## src/rtl/spi_baud_pkg.sv

```systemverilog
package spi_baud_pkg;

   // divide applied by the first (prescaler) stage
   function automatic int pre_value(input int code);
      case (code)
         0:       return 2;
         1:       return 3;
         2:       return 5;
         default: return 7;
      endcase
   endfunction

   // divide applied by the second (scaler) stage
   function automatic int scl_value(input int code);
      if (code < 3) return 2 * (code + 1);
      return 1 << code;
   endfunction

   localparam int PRE_MAX = 7;

endpackage

```

## src/rtl/spi_baud_pre.sv

```systemverilog
module spi_baud_pre #(
   parameter int PRE_W = 2,
   parameter int PC_W  = 3
) (
   input  logic             clk,
   input  logic             rst_n,
   input  logic             run,
   input  logic [PRE_W-1:0] code,
   output logic             tick
);
   logic [PC_W-1:0] pc;
   logic [PC_W-1:0] pc_last;

   always_comb pc_last = PC_W'(spi_baud_pkg::pre_value(int'(code)) - 1);

   assign tick = run && (pc == pc_last);

   always_ff @(posedge clk or negedge rst_n) begin
      if (!rst_n)            pc <= '0;
      else if (!run || tick) pc <= '0;
      else                   pc <= pc + PC_W'(1);
   end
endmodule

```

## src/rtl/spi_baud_scl.sv

```systemverilog
module spi_baud_scl #(
   parameter int SCL_W = 4,
   parameter int SC_W  = 15
) (
   input  logic             clk,
   input  logic             rst_n,
   input  logic             run,
   input  logic             tick,
   input  logic [SCL_W-1:0] code,
   output logic             lead,
   output logic             trail
);
   logic [SC_W-1:0] sc;
   logic [SC_W-1:0] sc_last;
   logic [SC_W-1:0] sc_mid;

   always_comb begin
      sc_last = SC_W'(spi_baud_pkg::scl_value(int'(code)) - 1);
      sc_mid  = SC_W'(spi_baud_pkg::scl_value(int'(code)) / 2 - 1);
   end

   assign lead  = tick && (sc == sc_mid);
   assign trail = tick && (sc == sc_last);

   always_ff @(posedge clk or negedge rst_n) begin
      if (!rst_n)     sc <= '0;
      else if (!run)  sc <= '0;
      else if (tick)  sc <= trail ? '0 : sc + SC_W'(1);
   end
endmodule

```

## src/rtl/spi_baud_out.sv

```systemverilog
module spi_baud_out (
   input  logic clk,
   input  logic rst_n,
   input  logic en,
   input  logic run,
   input  logic cpol,
   input  logic cpol_q,
   input  logic lead,
   input  logic trail,
   output logic sck
);
   always_ff @(posedge clk or negedge rst_n) begin
      if (!rst_n)                    sck <= 1'b0;
      else if (!en || !run || trail) sck <= cpol;
      else if (lead)                 sck <= ~cpol_q;
   end
endmodule

```

## src/rtl/spi_baud_gen.sv

```systemverilog
module spi_baud_gen #(
   parameter int PRE_W = 2,
   parameter int SCL_W = 4
) (
   input  logic             clk,
   input  logic             rst_n,
   input  logic             en,
   input  logic             cpol,
   input  logic [PRE_W-1:0] pre_sel,
   input  logic [SCL_W-1:0] scl_sel,
   output logic             sck,
   output logic             lead_stb,
   output logic             trail_stb
);
   localparam int SCL_MAX = spi_baud_pkg::scl_value(2**SCL_W - 1);
   localparam int SC_W    = $clog2(SCL_MAX);
   localparam int PC_W    = $clog2(spi_baud_pkg::PRE_MAX + 1);

   generate
      if (PRE_W != 2) begin : g_bad_pre
         $error("spi_baud_gen: PRE_W must be 2");
      end
      if (SCL_W < 2 || SCL_W > 4) begin : g_bad_scl
         $error("spi_baud_gen: SCL_W must be 2 to 4");
      end
   endgenerate

   logic             run;
   logic             cpol_q;
   logic [PRE_W-1:0] pre_q;
   logic [SCL_W-1:0] scl_q;
   logic             tick;
   logic             lead;
   logic             trail;
   logic             load;

   assign load = en && (!run || trail);

   always_ff @(posedge clk or negedge rst_n) begin
      if (!rst_n) begin
         run    <= 1'b0;
         cpol_q <= 1'b0;
         pre_q  <= '0;
         scl_q  <= '0;
      end else begin
         run <= en;
         if (load) begin
            pre_q  <= pre_sel;
            scl_q  <= scl_sel;
            cpol_q <= cpol;
         end
      end
   end

   spi_baud_pre #(.PRE_W(PRE_W), .PC_W(PC_W)) u_pre (
      .clk(clk), .rst_n(rst_n), .run(run), .code(pre_q), .tick(tick)
   );

   spi_baud_scl #(.SCL_W(SCL_W), .SC_W(SC_W)) u_scl (
      .clk(clk), .rst_n(rst_n), .run(run), .tick(tick), .code(scl_q),
      .lead(lead), .trail(trail)
   );

   spi_baud_out u_out (
      .clk(clk), .rst_n(rst_n), .en(en), .run(run), .cpol(cpol),
      .cpol_q(cpol_q), .lead(lead), .trail(trail), .sck(sck)
   );

   assign lead_stb  = lead;
   assign trail_stb = trail;
endmodule

```

## config.mk

```make
export PLATFORM = sky130hd
export DESIGN_NAME = spi_baud_gen
export DESIGN_NICKNAME = d
export VERILOG_FILES = /design/src/rtl/spi_baud_pkg.sv /design/src/rtl/spi_baud_pre.sv /design/src/rtl/spi_baud_scl.sv /design/src/rtl/spi_baud_out.sv /design/src/rtl/spi_baud_gen.sv
export SDC_FILE = /design/constraint.sdc
export NUM_CORES = 1
export LEC_CHECK = 0
export BUFFER_PORTS_ARGS = -buffer_cell sky130_fd_sc_hd__buf_2
export CAP_MARGIN = 20
export CELL_PAD_IN_SITES_DETAIL_PLACEMENT = 1
export CELL_PAD_IN_SITES_GLOBAL_PLACEMENT = 1
export CORE_MARGIN = 2
export CORE_UTILIZATION = 43
export DETAILED_ROUTE_END_ITERATION = 12
export PLACE_DENSITY_LB_ADDON = 0.1
export REMOVE_ABC_BUFFERS = 1
export SETUP_SLACK_MARGIN = 0.1
export SLEW_MARGIN = 0
export SYNTH_ARGS = -nofsm -noshare
export SYNTH_HDL_FRONTEND = slang
export SYNTH_SLANG_ARGS = --single-unit
```

## constraint.sdc

```tcl
create_clock -name clk -period 4.4 [get_ports clk]
set_input_delay 0.88 -clock clk [delete_from_list [all_inputs] [get_ports clk]]
set_output_delay 0.88 -clock clk [all_outputs]
set_load 0.02 [all_outputs]
```

==> results of run 1 <==
[stage by stage]
| stage | utilization | instances | total power, mW | hold slack (ns) | setup slack, ns |
|---|---|---|---|---|---|
| floorplan | - | 287 | 0.649 | 0.454 | 0.0568 |
| finish | 0.486 | 386 | 0.948 | 0.501 | 0.229 |
| detailed placement | 0.466 | 382 | 0.777 | 0.492 | 0.305 |
| global placement | 0.466 | 382 | 0.769 | 0.490 | 0.427 |
| global route | 0.486 | 386 | 1.01 | 0.537 | 0.0618 |
| CTS | 0.475 | 386 | 0.923 | 0.505 | 0.111 |
[flip-flops by register name, summed over array words and instances (netlist names)]
signal / cells
cpol_q: 1
pre_q: 2
run: 1
scl_q: 4
u_out.sck: 1
u_pre.pc: 3
u_scl.sc: 15
[final cells by class]
type | instances | area [um^2]
Inverter | 13 | 48.8
Tap cell | 75 | 93.8
Timing Repair Buffer | 20 | 120
Sequential cell | 27 | 678
Multi-Input combinational cell | 247 | 1920
Fill cell | 723 | 3080
Clock inverter | 1 | 5.00
Clock buffer | 3 | 41.3
[what timing repair did]
action                     CTS  global route
pin swaps                    0             2
setup endpoints to repair    2             2
gates resized for setup      3            12
[critical path: cells and delay by family, from the launching register on]
family	cells	cell delay, ns
buf+inv	2	0.53
simple gates	6	1.55
flops	1	0.70
compound gates	1	0.25
[power groups by stage]
stage / clock, mW / combinational [mW] / sequential [mW]
6_report: 0.144 / 0.499 / 0.305
5_1_grt: 0.156 / 0.544 / 0.310
4_1_cts: 0.146 / 0.474 / 0.303
3_5_place_dp: 0 / 0.469 / 0.308
3_3_place_gp: 0 / 0.462 / 0.306
2_1_floorplan: 0 / 0.343 / 0.306
[path summary, 6_finish.rpt]
path | from | endpoint | slack, ns | cells after the start
max | scl_q[3] | lead_stb | 0.23 | 9
min | u_pre.pc[0] | u_pre.pc[0] | 0.50 | 1
max reg2reg | scl_q[1] | scl_q[3] | 0.95 | 14
min reg2reg | u_pre.pc[0] | u_pre.pc[0] | 0.50 | 1
max in group asynchronous | rst_n | scl_q[0] | 3.36 | 1
min in group asynchronous | rst_n | pre_q[0] | 0.60 | 1
[cell usage after synthesis (3+ instances only)]
cell / count
xnor2_1: 28
mux2i_1: 4
nor2_1: 32
o21ai_0: 14
nor4_2: 3
o31ai_1: 5
buf_2: 8
nand2_1: 19
dfrtp_1: 27
nand3_1: 7
buf_6: 4
xor2_1: 24
mux2_4: 7
nor2b_1: 4
and3_1: 4
nor4_1: 4
inv_1: 13
nand4bb_1: 3
clkbuf_1: 9
ha_1: 9
nand3b_1: 5
mux2_2: 3
nor3_1: 12
a21oi_1: 4
nand4_1: 6
o21a_1: 3
nand2b_1: 4
[kinds of logic after synthesis]
kind of cell               count (synthesis)  synth area share
muxes                                     14            0.0661
AOI/OAI and AO/OA                         48             0.138
buffers and inverters                     36            0.0665
and+or+nand+nor                          124             0.270
xor gates and xnor gates                  52             0.168
adders and majority gates                  9            0.0416
DFF                                       27             0.250
[metal layers]
metal  wire length, um  part of all wire
met2              3480              0.47
met1              3450              0.47
met5                 0                 0
met3               271             0.037
met4               150             0.020
==> flow_metrics.tcl, run 1 <==
set metrics [dict create \
    status "finished clean" \
    use_met3 0.0209 \
    cp-start-kind "flip-flop" \
    die_w_um 83.4 \
    synth.yosys.warnings 0 \
    cp_common_cell "nor3_1" \
    first_pass_iters 4 \
    p_switching_mw 0.401 \
    final_common_cell "nor2_1" \
    grt.busiest_layer "met2" \
    synth_top_area_cell "dfrtp_1" \
    worstSetupEndpointType "output pin" \
    post_cts_buffers 0 \
    power_leakage_nw 1.16 \
    drv_slew 0 \
    layout_common_cells "32 x nor2_1, 28 x xnor2_1, 25 x dfrtp_1" \
    dieArea_um2 6950 \
    yosysTopAreaCellShare 0.250 \
    num_antenna_cells 0 \
    dp_hpwl_um 5550 \
    hold_viol 0 \
    crit_path_cell_trace "buf_4, nand3b_1, nor3b_1, nor3_1, nor4_1, o2111ai_1, or4_1, nor3_1, buf_2" \
    avgViaCountPerCell 5.98 \
    grt_start_max_net_pins 28 \
    seq_power_share 0.322 \
    synth-edff-count 0 \
    track_usage 0.212 \
    fp-row-count 28 \
    synth.distinct_cells 62 \
    drive_gt1_frac 0.193 \
    numCtsBuffers 3 \
    syn-instance-count 310 \
    switching_share 0.423 \
    ir_worst_vdd_v 0.000183 \
    final_nets 331 \
    clockBufferDepth 2 \
    syn_area_per_cell_um2 8.73 \
    final_area_um2 2910 \
    core_um2 5990 \
    min_path_type "reg2reg" \
    crit_path_max_fanout 18 \
    insertion_delay_ns 0.27 \
    port_buffers 12 \
    layout_worst_path_cycle_share 0.948 \
    p_comb_frac 0.527 \
    clkTransAtPathRegs_ns 0.09 \
    critPathKind "reg2out" \
    syn_area_um2 2710 \
    internal-power_mw 0.547 \
    grt_pass1_wl_um 12100 \
    tns_ns 0 \
    postCtsHoldBufs 0 \
    p_per_area_nw_per_um2 326 \
    yosysSeqAreaShare 0.250 \
    synth_area_leaders "dfrtp_1 25%, xnor2_1 9.1%, xor2_1 7.8%" \
    period_minus_slack_ns 4.17 \
    antenna_left 0 \
    fin_skew_ns 0.00233 \
    cts_tree "yes" \
    use_met2 0.362 \
    p_clk_frac 0.152 \
    synth-async-reset-ratio 1.00 \
    route.detailed.drc 0 \
    grt_antenna_before_repair 0 \
    arrival_ns 3.29 \
    cp_slowest_cell "dfrtp_1" \
    die_h_um 83.4 \
    initial_core_util 0.452 \
    wl_per_cell_um 19.0 \
    max_freq_mhz 240 \
    synth_flop_cell "dfrtp_1" \
    grt_overflow_total 0 \
    drt-total-wl_um 7350 \
    rsz0062_at_grt "yes" \
    cts_sinks 27 \
    gp_congestion 0.839 \
    syn2layout_area_growth_pct 7.44 \
    vias 2308 \
    cp.required_ns 3.52 \
    slew_headroom 0.591 \
    max_stage_delay_ns 0.70 \
    drv_cap 0 \
    first_iter_violations 115 \
    setup_viol 0 \
    htreeDepth 1 \
    grtUsageMet1 0.288 \
    io_pins 13 \
    grt_pass1_vias 2407 \
    tightest_slew_ns 0.613 \
    ys_ff_latch 27 \
    place_area_um2 2790 \
    cts-root-buf "clkbuf_8" \
]
Power figures use the tool's default switching activity.
==> inputs of run 2 (changes only) <==
--- a/config.mk
+++ b/config.mk
@@ -12,7 +12,7 @@
 export CORE_MARGIN = 2
 export CORE_UTILIZATION = 43
 export DETAILED_ROUTE_END_ITERATION = 12
-export PLACE_DENSITY_LB_ADDON = 0.1
+export PLACE_DENSITY = 0.74
 export REMOVE_ABC_BUFFERS = 1
 export SETUP_SLACK_MARGIN = 0.1
 export SLEW_MARGIN = 0
==> flow_metrics.tcl, run 2 (same netlist as run 1, synthesis figures left out) <==
set metrics [dict create \
    status "finished clean" \
    min_path_type "reg2reg" \
    period_minus_slack_ns 4.16 \
    worst_slack_ns 0.240 \
    cp.required_ns 3.52 \
    layout_common_cells "32 x nor2_1, 28 x xnor2_1, 25 x dfrtp_1" \
    numCtsBuffers 3 \
    vias 2284 \
    crit_path_max_fanout 12 \
    fin_total_pwr_mw 0.950 \
    fp-row-count 28 \
    grt_antenna_before_repair 0 \
    ir_worst_vdd_v 0.000191 \
    largest_reg_flops 15 \
    arrival_ns 3.28 \
    grt_pass1_vias 2470 \
    drive_gt1_frac 0.193 \
    grtUsageMet1 0.283 \
    cp_slowest_cell "dfrtp_1" \
    die_h_um 83.4 \
    hold_viol 0 \
    max_stage_delay_ns 0.66 \
    insertion_delay_ns 0.27 \
    htreeDepth 1 \
    num_antenna_cells 0 \
    power_leakage_nw 1.15 \
    antenna_left 0 \
    worstSetupEndpointType "output pin" \
    io_pins 13 \
    tightest_slew_ns 0.603 \
    largest_register "u_scl.sc" \
    cts_tree "yes" \
    biggestRegsByFlops "u_scl.sc x15, scl_q x4, u_pre.pc x3" \
    grt_start_max_net_pins 28 \
    first_iter_violations 129 \
    fin_skew_ns 0.00503 \
    initial_core_util 0.452 \
    track_usage 0.215 \
    cts-root-buf "clkbuf_8" \
    grt_pass1_wl_um 12400 \
    tns_ns 0 \
    route.detailed.drc 0 \
    setup_viol 0 \
    drv_cap 0 \
    dieArea_um2 6950 \
    port_buffers 12 \
    wl_per_cell_um 18.9 \
    grt_overflow_total 0 \
    final_common_cell "nor2_1" \
    drt-total-wl_um 7310 \
    use_met3 0.0318 \
    layout_worst_path_cycle_share 0.945 \
    crit_path_cell_trace "buf_4, buf_4, nand3_1, xnor2_1, o21ai_0, nor3_1, o2111ai_1, or4_1, nor3_1, buf_2" \
    syn2layout_area_growth_pct 7.58 \
    rsz0062_at_grt "yes" \
    final_nets 331 \
    first_pass_iters 4 \
    use_met2 0.369 \
    place_ws_ns 0.291 \
    p_per_area_nw_per_um2 326 \
    clkTransAtPathRegs_ns 0.10 \
    drv_slew 0 \
    dp_hpwl_um 5570 \
    grt.busiest_layer "met2" \
    final_util 0.486 \
    max_freq_mhz 240 \
    gp_congestion 0.833 \
    core_um2 5990 \
    cp-start-kind "flip-flop" \
    reg2reg_slack_ns 0.88 \
    critPathKind "reg2out" \
    cts_sinks 27 \
    holdWs_ns 0.501 \
    die_w_um 83.4 \
    clockBufferDepth 2 \
    avgViaCountPerCell 5.92 \
    slew_headroom 0.598 \
]
run 2: worst paths after layout:
check                                    to  cells past startpoint         from
worst max register to register     pre_q[0]                     13     scl_q[0]
worst min-delay path            u_pre.pc[0]                      1  u_pre.pc[0]
max in group asynchronous          scl_q[0]                      1        rst_n
worst min register to register  u_pre.pc[0]                      1  u_pre.pc[0]
worst max-delay path               lead_stb                     10     scl_q[2]
min in group asynchronous       u_pre.pc[1]                      1        rst_n
run 2: power breakdown:
part | total (mW) | switching [mW] | internal, mW | leakage, nW
Combinational | 0.506 | 0.290 | 0.216 | 0.780
Sequential | 0.303 | 0.0361 | 0.267 | 0.352
Clock | 0.142 | 0.0774 | 0.0641 | 0.0217
Total | 0.950 | 0.403 | 0.547 | 1.15
run 2: what timing repair did:
item	CTS	global route
gates resized for setup	5	10
hold buffers	0	0
pin swaps	0	2
cloned	0	0
endpoints found under the setup margin	2	2
buffers inserted	0	0
run 2: area by class of cell:
| class | count | area (um^2) |
|---|---|---|
| Multi-Input combinational cell | 247 | 1920 |
| Sequential cell | 27 | 678 |
| Inverter | 13 | 48.8 |
| Tap cell | 75 | 93.8 |
| Timing Repair Buffer | 20 | 120 |
| Fill cell | 721 | 3080 |
| Clock inverter | 1 | 7.51 |
| Clock buffer | 3 | 41.3 |
run 2: stage by stage:
step / cells / area [um^2]
2_1_floorplan: 287 / 2580
6_report: 386 / 2910
5_1_grt: 386 / 2910
4_1_cts: 386 / 2870
3_5_place_dp: 382 / 2790
3_3_place_gp: 382 / 2790
run 2: metal layers:
layer  wire length [um]  part of all wire  vias up
li1                   -                 -     1098
met1               3490              0.48     1152
met4                 53            0.0073        0
met3                198             0.027        6
met5                  0                 0        -
met2               3570              0.49       28
run 2: worst max-delay path, delay by kind of cell, from the launching register on:
kind,cells,cell delay (ns)
flip-flops,1,0.66
AO/OA/AOI/OAI,2,0.39
XOR/XNOR,1,0.41
buffers and inverters,3,0.64
AND/OR/NAND/NOR,4,0.92
